### config.mk
export PLATFORM = sky130hd
export DESIGN_NAME = fpm_dram_ctrl
export DESIGN_NICKNAME = d
export VERILOG_FILES = /design/src/rtl/fpm_pkg.sv /design/src/rtl/fpm_refresh_sched.sv /design/src/rtl/fpm_idle_timer.sv /design/src/rtl/fpm_cmd_seq.sv /design/src/rtl/fpm_dram_ctrl.sv
export SDC_FILE = /design/constraint.sdc
export NUM_CORES = 1
export LEC_CHECK = 0
export BUFFER_PORTS_ARGS = -buffer_cell sky130_fd_sc_hd__buf_2
export CAP_MARGIN = 20
export CORE_MARGIN = 2
export CORE_UTILIZATION = 47
export CTS_CLUSTER_DIAMETER = 40
export DETAILED_ROUTE_END_ITERATION = 7
export HOLD_SLACK_MARGIN = 0.05
export PLACE_DENSITY = 0.68
export SYNTH_ARGS = -nofsm -noshare
export SYNTH_HDL_FRONTEND = slang
export SYNTH_HIERARCHICAL = 1
export SYNTH_SLANG_ARGS = --single-unit
### constraint.sdc
create_clock -name clk -period 2.8 [get_ports clk]
set_input_delay 0.28 -clock clk [delete_from_list [all_inputs] [get_ports clk]]
set_output_delay 0.28 -clock clk [all_outputs]
set_load 0.1 [all_outputs]
### src/rtl/fpm_pkg.sv
package fpm_pkg;

  typedef enum logic [2:0] {
    ST_IDLE,
    ST_ACT,
    ST_COL,
    ST_OPEN,
    ST_PRE,
    ST_REF
  } fpm_state_e;

  function automatic int max2(input int a, input int b);
    return (a > b) ? a : b;
  endfunction

endpackage

### src/rtl/fpm_refresh_sched.sv
module fpm_refresh_sched #(
  parameter int REFI  = 512,
  parameter int ROW_W = 6
) (
  input  logic             clk,
  input  logic             rst,
  input  logic             ref_take,
  output logic             ref_pend,
  output logic [ROW_W-1:0] ref_row
);
  localparam int CW = (REFI > 2) ? $clog2(REFI) : 1;

  logic [CW-1:0] tick_cnt;
  logic          tick;

  assign tick = (tick_cnt == CW'(REFI - 1));

  always_ff @(posedge clk) begin
    if (rst) begin
      tick_cnt <= '0;
      ref_pend <= 1'b0;
      ref_row  <= '0;
    end else begin
      tick_cnt <= tick ? '0 : tick_cnt + 1'b1;
      if (ref_take) begin
        ref_pend <= tick;
        ref_row  <= ref_row + 1'b1;
      end else if (tick) begin
        ref_pend <= 1'b1;
      end
    end
  end
endmodule

### src/rtl/fpm_idle_timer.sv
module fpm_idle_timer #(
  parameter int IDLE_MAX = 16
) (
  input  logic clk,
  input  logic rst,
  input  logic armed,
  output logic expired
);
  localparam int IW = (IDLE_MAX > 2) ? $clog2(IDLE_MAX) : 1;

  logic [IW-1:0] idle_cnt;

  assign expired = armed && (idle_cnt == IW'(IDLE_MAX - 1));

  always_ff @(posedge clk) begin
    if (rst || !armed) begin
      idle_cnt <= '0;
    end else if (idle_cnt != IW'(IDLE_MAX - 1)) begin
      idle_cnt <= idle_cnt + 1'b1;
    end
  end
endmodule

### src/rtl/fpm_cmd_seq.sv
module fpm_cmd_seq
  import fpm_pkg::*;
#(
  parameter int ROW_W  = 6,
  parameter int COL_W  = 5,
  parameter int DATA_W = 16,
  parameter int T_RCD  = 2,
  parameter int T_CAS  = 2,
  parameter int T_RP   = 3,
  parameter int T_RAS  = 4,
  localparam int AW    = (ROW_W > COL_W) ? ROW_W : COL_W
) (
  input  logic              clk,
  input  logic              rst,
  input  logic              req_valid,
  output logic              req_ready,
  input  logic              req_we,
  input  logic [ROW_W-1:0]  req_row,
  input  logic [COL_W-1:0]  req_col,
  input  logic [DATA_W-1:0] req_wdata,
  input  logic              ref_pend,
  input  logic [ROW_W-1:0]  ref_row,
  output logic              ref_take,
  input  logic              idle_expired,
  output logic              row_open,
  output logic              ras_n,
  output logic              cas_n,
  output logic              we_n,
  output logic [AW-1:0]     addr,
  output logic [DATA_W-1:0] dq_out,
  output logic              dq_oe,
  input  logic [DATA_W-1:0] dq_in,
  output logic              rsp_valid,
  output logic [DATA_W-1:0] rsp_rdata
);
  localparam int TMAX = max2(max2(T_RCD, T_CAS), max2(T_RP, T_RAS));
  localparam int TW   = $clog2(TMAX + 1);

  fpm_state_e        st, st_n;
  logic [TW-1:0]     tmr, tmr_n;
  logic [ROW_W-1:0]  cur_row, open_row, act_row;
  logic [COL_W-1:0]  cur_col, col_sel;
  logic              cur_we, we_sel, acc_pend;
  logic [DATA_W-1:0] cur_wd, wd_sel;
  logic              accept, tmr_done, hit;

  assign req_ready = ((st == ST_IDLE) || (st == ST_OPEN)) && !ref_pend;
  assign accept    = req_valid && req_ready;
  assign tmr_done  = (tmr == '0);
  assign hit       = (req_row == open_row);
  assign ref_take  = (st == ST_IDLE) && ref_pend;
  assign row_open  = (st == ST_OPEN);

  assign act_row = accept ? req_row   : cur_row;
  assign col_sel = accept ? req_col   : cur_col;
  assign we_sel  = accept ? req_we    : cur_we;
  assign wd_sel  = accept ? req_wdata : cur_wd;

  always_comb begin
    st_n  = st;
    tmr_n = tmr_done ? tmr : tmr - 1'b1;
    case (st)
      ST_IDLE: begin
        if (ref_pend) begin
          st_n  = ST_REF;
          tmr_n = TW'(T_RAS - 1);
        end else if (req_valid) begin
          st_n  = ST_ACT;
          tmr_n = TW'(T_RCD - 1);
        end
      end
      ST_ACT: begin
        if (tmr_done) begin
          st_n  = ST_COL;
          tmr_n = TW'(T_CAS - 1);
        end
      end
      ST_COL: begin
        if (tmr_done) st_n = ST_OPEN;
      end
      ST_OPEN: begin
        if (ref_pend || idle_expired) begin
          st_n  = ST_PRE;
          tmr_n = TW'(T_RP - 1);
        end else if (req_valid) begin
          if (hit) begin
            st_n  = ST_COL;
            tmr_n = TW'(T_CAS - 1);
          end else begin
            st_n  = ST_PRE;
            tmr_n = TW'(T_RP - 1);
          end
        end
      end
      ST_PRE: begin
        if (tmr_done) begin
          if (acc_pend) begin
            st_n  = ST_ACT;
            tmr_n = TW'(T_RCD - 1);
          end else begin
            st_n = ST_IDLE;
          end
        end
      end
      ST_REF: begin
        if (tmr_done) begin
          st_n  = ST_PRE;
          tmr_n = TW'(T_RP - 1);
        end
      end
      default: st_n = ST_IDLE;
    endcase
  end

  always_ff @(posedge clk) begin
    if (rst) begin
      st        <= ST_IDLE;
      tmr       <= '0;
      cur_row   <= '0;
      cur_col   <= '0;
      cur_we    <= 1'b0;
      cur_wd    <= '0;
      acc_pend  <= 1'b0;
      open_row  <= '0;
      ras_n     <= 1'b1;
      cas_n     <= 1'b1;
      we_n      <= 1'b1;
      dq_oe     <= 1'b0;
      addr      <= '0;
      dq_out    <= '0;
      rsp_valid <= 1'b0;
      rsp_rdata <= '0;
    end else begin
      st  <= st_n;
      tmr <= tmr_n;
      if (accept) begin
        cur_row <= req_row;
        cur_col <= req_col;
        cur_we  <= req_we;
        cur_wd  <= req_wdata;
      end
      if (accept)             acc_pend <= 1'b1;
      else if (st == ST_COL)  acc_pend <= 1'b0;
      if (st_n == ST_ACT && st != ST_ACT) open_row <= act_row;

      ras_n <= !((st_n == ST_ACT) || (st_n == ST_COL) ||
                 (st_n == ST_OPEN) || (st_n == ST_REF));
      cas_n <= !(st_n == ST_COL);
      we_n  <= !((st_n == ST_COL) && we_sel);
      dq_oe <= (st_n == ST_COL) && we_sel;
      if (st_n == ST_COL) dq_out <= wd_sel;
      if (st_n == ST_ACT && st != ST_ACT) addr <= AW'(act_row);
      else if (st_n == ST_REF && st != ST_REF) addr <= AW'(ref_row);
      else if (st_n == ST_COL && st != ST_COL) addr <= AW'(col_sel);

      rsp_valid <= (st == ST_COL) && tmr_done;
      if ((st == ST_COL) && tmr_done && !cur_we) rsp_rdata <= dq_in;
    end
  end
endmodule

### src/rtl/fpm_dram_ctrl.sv
module fpm_dram_ctrl #(
  parameter int ROW_W    = 6,
  parameter int COL_W    = 5,
  parameter int DATA_W   = 16,
  parameter int T_RCD    = 2,
  parameter int T_CAS    = 2,
  parameter int T_RP     = 3,
  parameter int T_RAS    = 4,
  parameter int REFI     = 512,
  parameter int IDLE_MAX = 16,
  localparam int ADDR_W  = ROW_W + COL_W,
  localparam int AW      = (ROW_W > COL_W) ? ROW_W : COL_W
) (
  input  logic              clk,
  input  logic              rst,
  input  logic              req_valid,
  output logic              req_ready,
  input  logic              req_we,
  input  logic [ADDR_W-1:0] req_addr,
  input  logic [DATA_W-1:0] req_wdata,
  output logic              rsp_valid,
  output logic [DATA_W-1:0] rsp_rdata,
  output logic              dram_ras_n,
  output logic              dram_cas_n,
  output logic              dram_we_n,
  output logic [AW-1:0]     dram_addr,
  output logic [DATA_W-1:0] dram_dq_out,
  output logic              dram_dq_oe,
  input  logic [DATA_W-1:0] dram_dq_in
);
  logic [ROW_W-1:0] req_row, ref_row;
  logic [COL_W-1:0] req_col;
  logic             ref_pend, ref_take, idle_expired, row_open;

  assign req_row = req_addr[ADDR_W-1:COL_W];
  assign req_col = req_addr[COL_W-1:0];

  fpm_refresh_sched #(.REFI(REFI), .ROW_W(ROW_W)) u_ref (
    .clk(clk), .rst(rst), .ref_take(ref_take),
    .ref_pend(ref_pend), .ref_row(ref_row)
  );

  fpm_idle_timer #(.IDLE_MAX(IDLE_MAX)) u_idle (
    .clk(clk), .rst(rst), .armed(row_open && !req_valid),
    .expired(idle_expired)
  );

  fpm_cmd_seq #(
    .ROW_W(ROW_W), .COL_W(COL_W), .DATA_W(DATA_W),
    .T_RCD(T_RCD), .T_CAS(T_CAS), .T_RP(T_RP), .T_RAS(T_RAS)
  ) u_seq (
    .clk(clk), .rst(rst),
    .req_valid(req_valid), .req_ready(req_ready), .req_we(req_we),
    .req_row(req_row), .req_col(req_col), .req_wdata(req_wdata),
    .ref_pend(ref_pend), .ref_row(ref_row), .ref_take(ref_take),
    .idle_expired(idle_expired), .row_open(row_open),
    .ras_n(dram_ras_n), .cas_n(dram_cas_n), .we_n(dram_we_n),
    .addr(dram_addr), .dq_out(dram_dq_out), .dq_oe(dram_dq_oe),
    .dq_in(dram_dq_in), .rsp_valid(rsp_valid), .rsp_rdata(rsp_rdata)
  );
endmodule

==> key figures <==
Synth
  • Synth cell types: 60
  • Synth Area per Inst: 9.29 sq um
  • Most area-hungry cell type in the Yosys netlist: dfxtp_1
  • Synth cell count leaders: dfxtp_1, nor2_1, nand2_1
  • Post-synth EDFFs: 0
  • Register area share after synthesis: 46.7%
  • Yosys top cell area share: 46.7%
  • Top FF cell, synth: dfxtp_1
  • Yosys reg bits: 104
  • Cells after Synth: 480
  • Count leader, synth: dfxtp_1
  • Synth async-reset ratio: 0%
  • Yosys warnings: 6
  • Synthesized netlist net count: 535
  • Post-Syn Area: 4460 sq um
  • Largest cells by area after synthesis: dfxtp_1, mux2i_1, nor2_1, nand2_1, a21oi_1

Worst hold path
  • HP Class: in -> reg
  • WHS Path Cells: 3

CTS
  • CTS Buf Count: 9
  • CTS Sinks: 104
  • Hold_buf cts: 0
  • H-tree levels: 3
  • CTS tree: yes
  • Worst-path clk slew: 0.10 ns
  • Clock tree buffer depth: 2
  • CTS root buf: clkbuf_8
  • Clock Latency Late Sink: 0.38 ns

Global routing
  • Global-route wire length before repair: 15.3 mm
  • Grt ovf: 0
  • Number of global-route vias before repair: 3299
  • Antenna violations before repair: 0
  • Largest net degree at the start of global routing: 50
  • Global Route Usage Sum: 18.7%

Final layout
  • Share of layout cells above drive strength 1: 28.0%
  • Area growth syn-to-layout: 18.2%
  • Final #Nets: 621
  • Non-filler instance count after layout: 700
  • Diodes inserted: 0

Floorplanning
  • # IOs: 91
  • Core area: 9240 sq um
  • Die area: 10300 sq um
  • Row count: 35
  • Initial core utilization: 48.3%
  • DIE WIDTH: 101 um
  • Die Y: 101 um

Job
  • Max Cap Viol: 0

Timing
  • Setup ws final: 0.203 ns
  • Fmax achieved: 385 MHz
  • Hold Slack: 0.139 ns
  • Rel. slew slack: 40.6%
  • Final worst clock skew: 0.0170 ns
  • Worst-Margin Slew: 0.891 ns
  • Setup-failing EPs final: 0
  • RSZ-0062 raised after global routing: false
  • Final period utilization: 92.7%
  • Slew Limit Fails: 0
  • Fin. Hold Viols: 0
  • Post-Route Setup TNS: 0 ns
  • Min Tclk post-route: 2.60 ns

Place
  • Final HPWL DP: 6.68 mm
  • Port Buffers: 90
  • Pre-CTS setup slack: 0.172 ns
  • Cells after DPL: 682
  • Gpl congestion: 0.846

Routing
  • DRC: 0
  • Vias per Instance: 5.11
  • Starting DRC count in detailed routing: 99
  • DR pass1 iterations: 4
  • Via count of the routed design: 3578
  • Post-route ant nets: 0
  • Final wirelength: 9.47 mm
  • Drt wl/cell: 13.5 um

Setup path
  • Required @ worst endpoint: 3.06 ns
  • Crit Path Category: reg -> reg
  • Worst-path maximum fanout: 13
  • CP arrival: 2.86 ns
  • Critical path launch point type: flop
  • FF-to-FF path depth: 11
  • Worst Setup End Kind: flop

Power
  • Power Dens Cells: 1130 nW/um^2
  • Max VDD drop: 814 uV
  • Net switching power: 2.92 mW
  • Logic gate share of total power: 52.0%
  • Clock share of power: 15.3%
  • Lkg Pwr: 2.29 nW
  • P_int: 3.04 mW
  • Sw Share: 49.0%
  • Seq pwr share: 32.8%

Run status
  • Status: completed
power by group through the flow:
stage	clock network, mW	logic, mW	registers, mW
after floorplan	0	1.35	3.18
after global placement	0	3.00	1.98
after detailed placement	0	3.04	1.99
after CTS	0.946	3.05	1.96
after global routing	1.01	3.30	1.99
final	0.910	3.10	1.95
final cells by class:
class,instances,area [sq um]
clock buffer,11,151
clock inverter,5,46.3
fill,862,3970
inverter,8,30.0
multi-input combinational,337,2200
sequential,104,2080
tap,129,161
timing repair buffer,106,596
timing repair:
item / in CTS / in global routing
gates resized for setup: 0 / 0
setup buffers: 0 / 2
endpoints found under the setup margin: 0 / 1
cell families after synthesis:
| kind of cell | after synthesis | share of synthesized area [%] |
|---|---|---|
| flops | 104 | 46.7 |
| compound gates | 101 | 16.3 |
| buf+inv | 39 | 4.35 |
| simple gates | 178 | 19.4 |
| fa+ha+maj | 8 | 2.24 |
| mux | 36 | 8.25 |
| xor+xnor | 14 | 2.75 |
state kept, by name (all words and copies together) (netlist names), 3 cells and up:
name	count
u_seq/cur_col	5
u_seq/rsp_rdata	16
u_seq/tmr	3
u_seq/addr	6
u_seq/cur_wd	16
u_seq/st	3
u_seq/open_row	6
u_idle/idle_cnt	4
u_ref/tick_cnt	9
u_seq/dq_out	16
u_ref/ref_row	6
u_seq/cur_row	6
stage by stage:
step           power [mW]  utilization [%]  cell area [sq um]
6_report             5.96             57.0               5270
5_1_grt              6.30             57.0               5270
4_1_cts              5.95             56.8               5240
3_5_place_dp         5.03             54.6               5050
3_3_place_gp         4.98             54.6               5050
2_1_floorplan        4.53                -               4470
final timing paths:
check                        to  slack, ns                from
max               u_seq/addr[0]       0.20  u_idle/idle_cnt[0]
min          u_seq/rsp_rdata[2]       0.14       dram_dq_in[2]
max reg2reg       u_seq/addr[0]       0.20  u_idle/idle_cnt[0]
min reg2reg  u_seq/rsp_rdata[9]       0.46  u_seq/rsp_rdata[9]
routing by layer:
layer	GRT usage [%]	vias up	part of all wire, %
met5	0	-	0
met4	7.07	0	1.5
met3	5.11	11	4.0
met2	30.7	60	49
met1	23.5	1683	46
li1	-	1824	-
worst max-delay path: stages (launching register included):
cell,delay (ns)
dfxtp_1,0.40
ha_1,0.26
and3_2,0.22
and2_1,0.19
nor2_1,0.08
o221a_2,0.29
nand3_2,0.13
nor4bb_2,0.32
buf_4,0.20
buf_12,0.13
a21oi_1,0.08
a21boi_0,0.17
cell usage in the layout, fill, tap and decap left out, types with 9 or more instances in the layout:
cell / instances
a21oi_1: 40
nor2_1: 70
nand2_1: 55
clkbuf_8: 11
dfxtp_1: 104
o21ai_0: 9
a211oi_2: 13
buf_4: 14
buf_2: 90
xor2_1: 12
mux2i_1: 30
(Power assumes the default switching activity.)
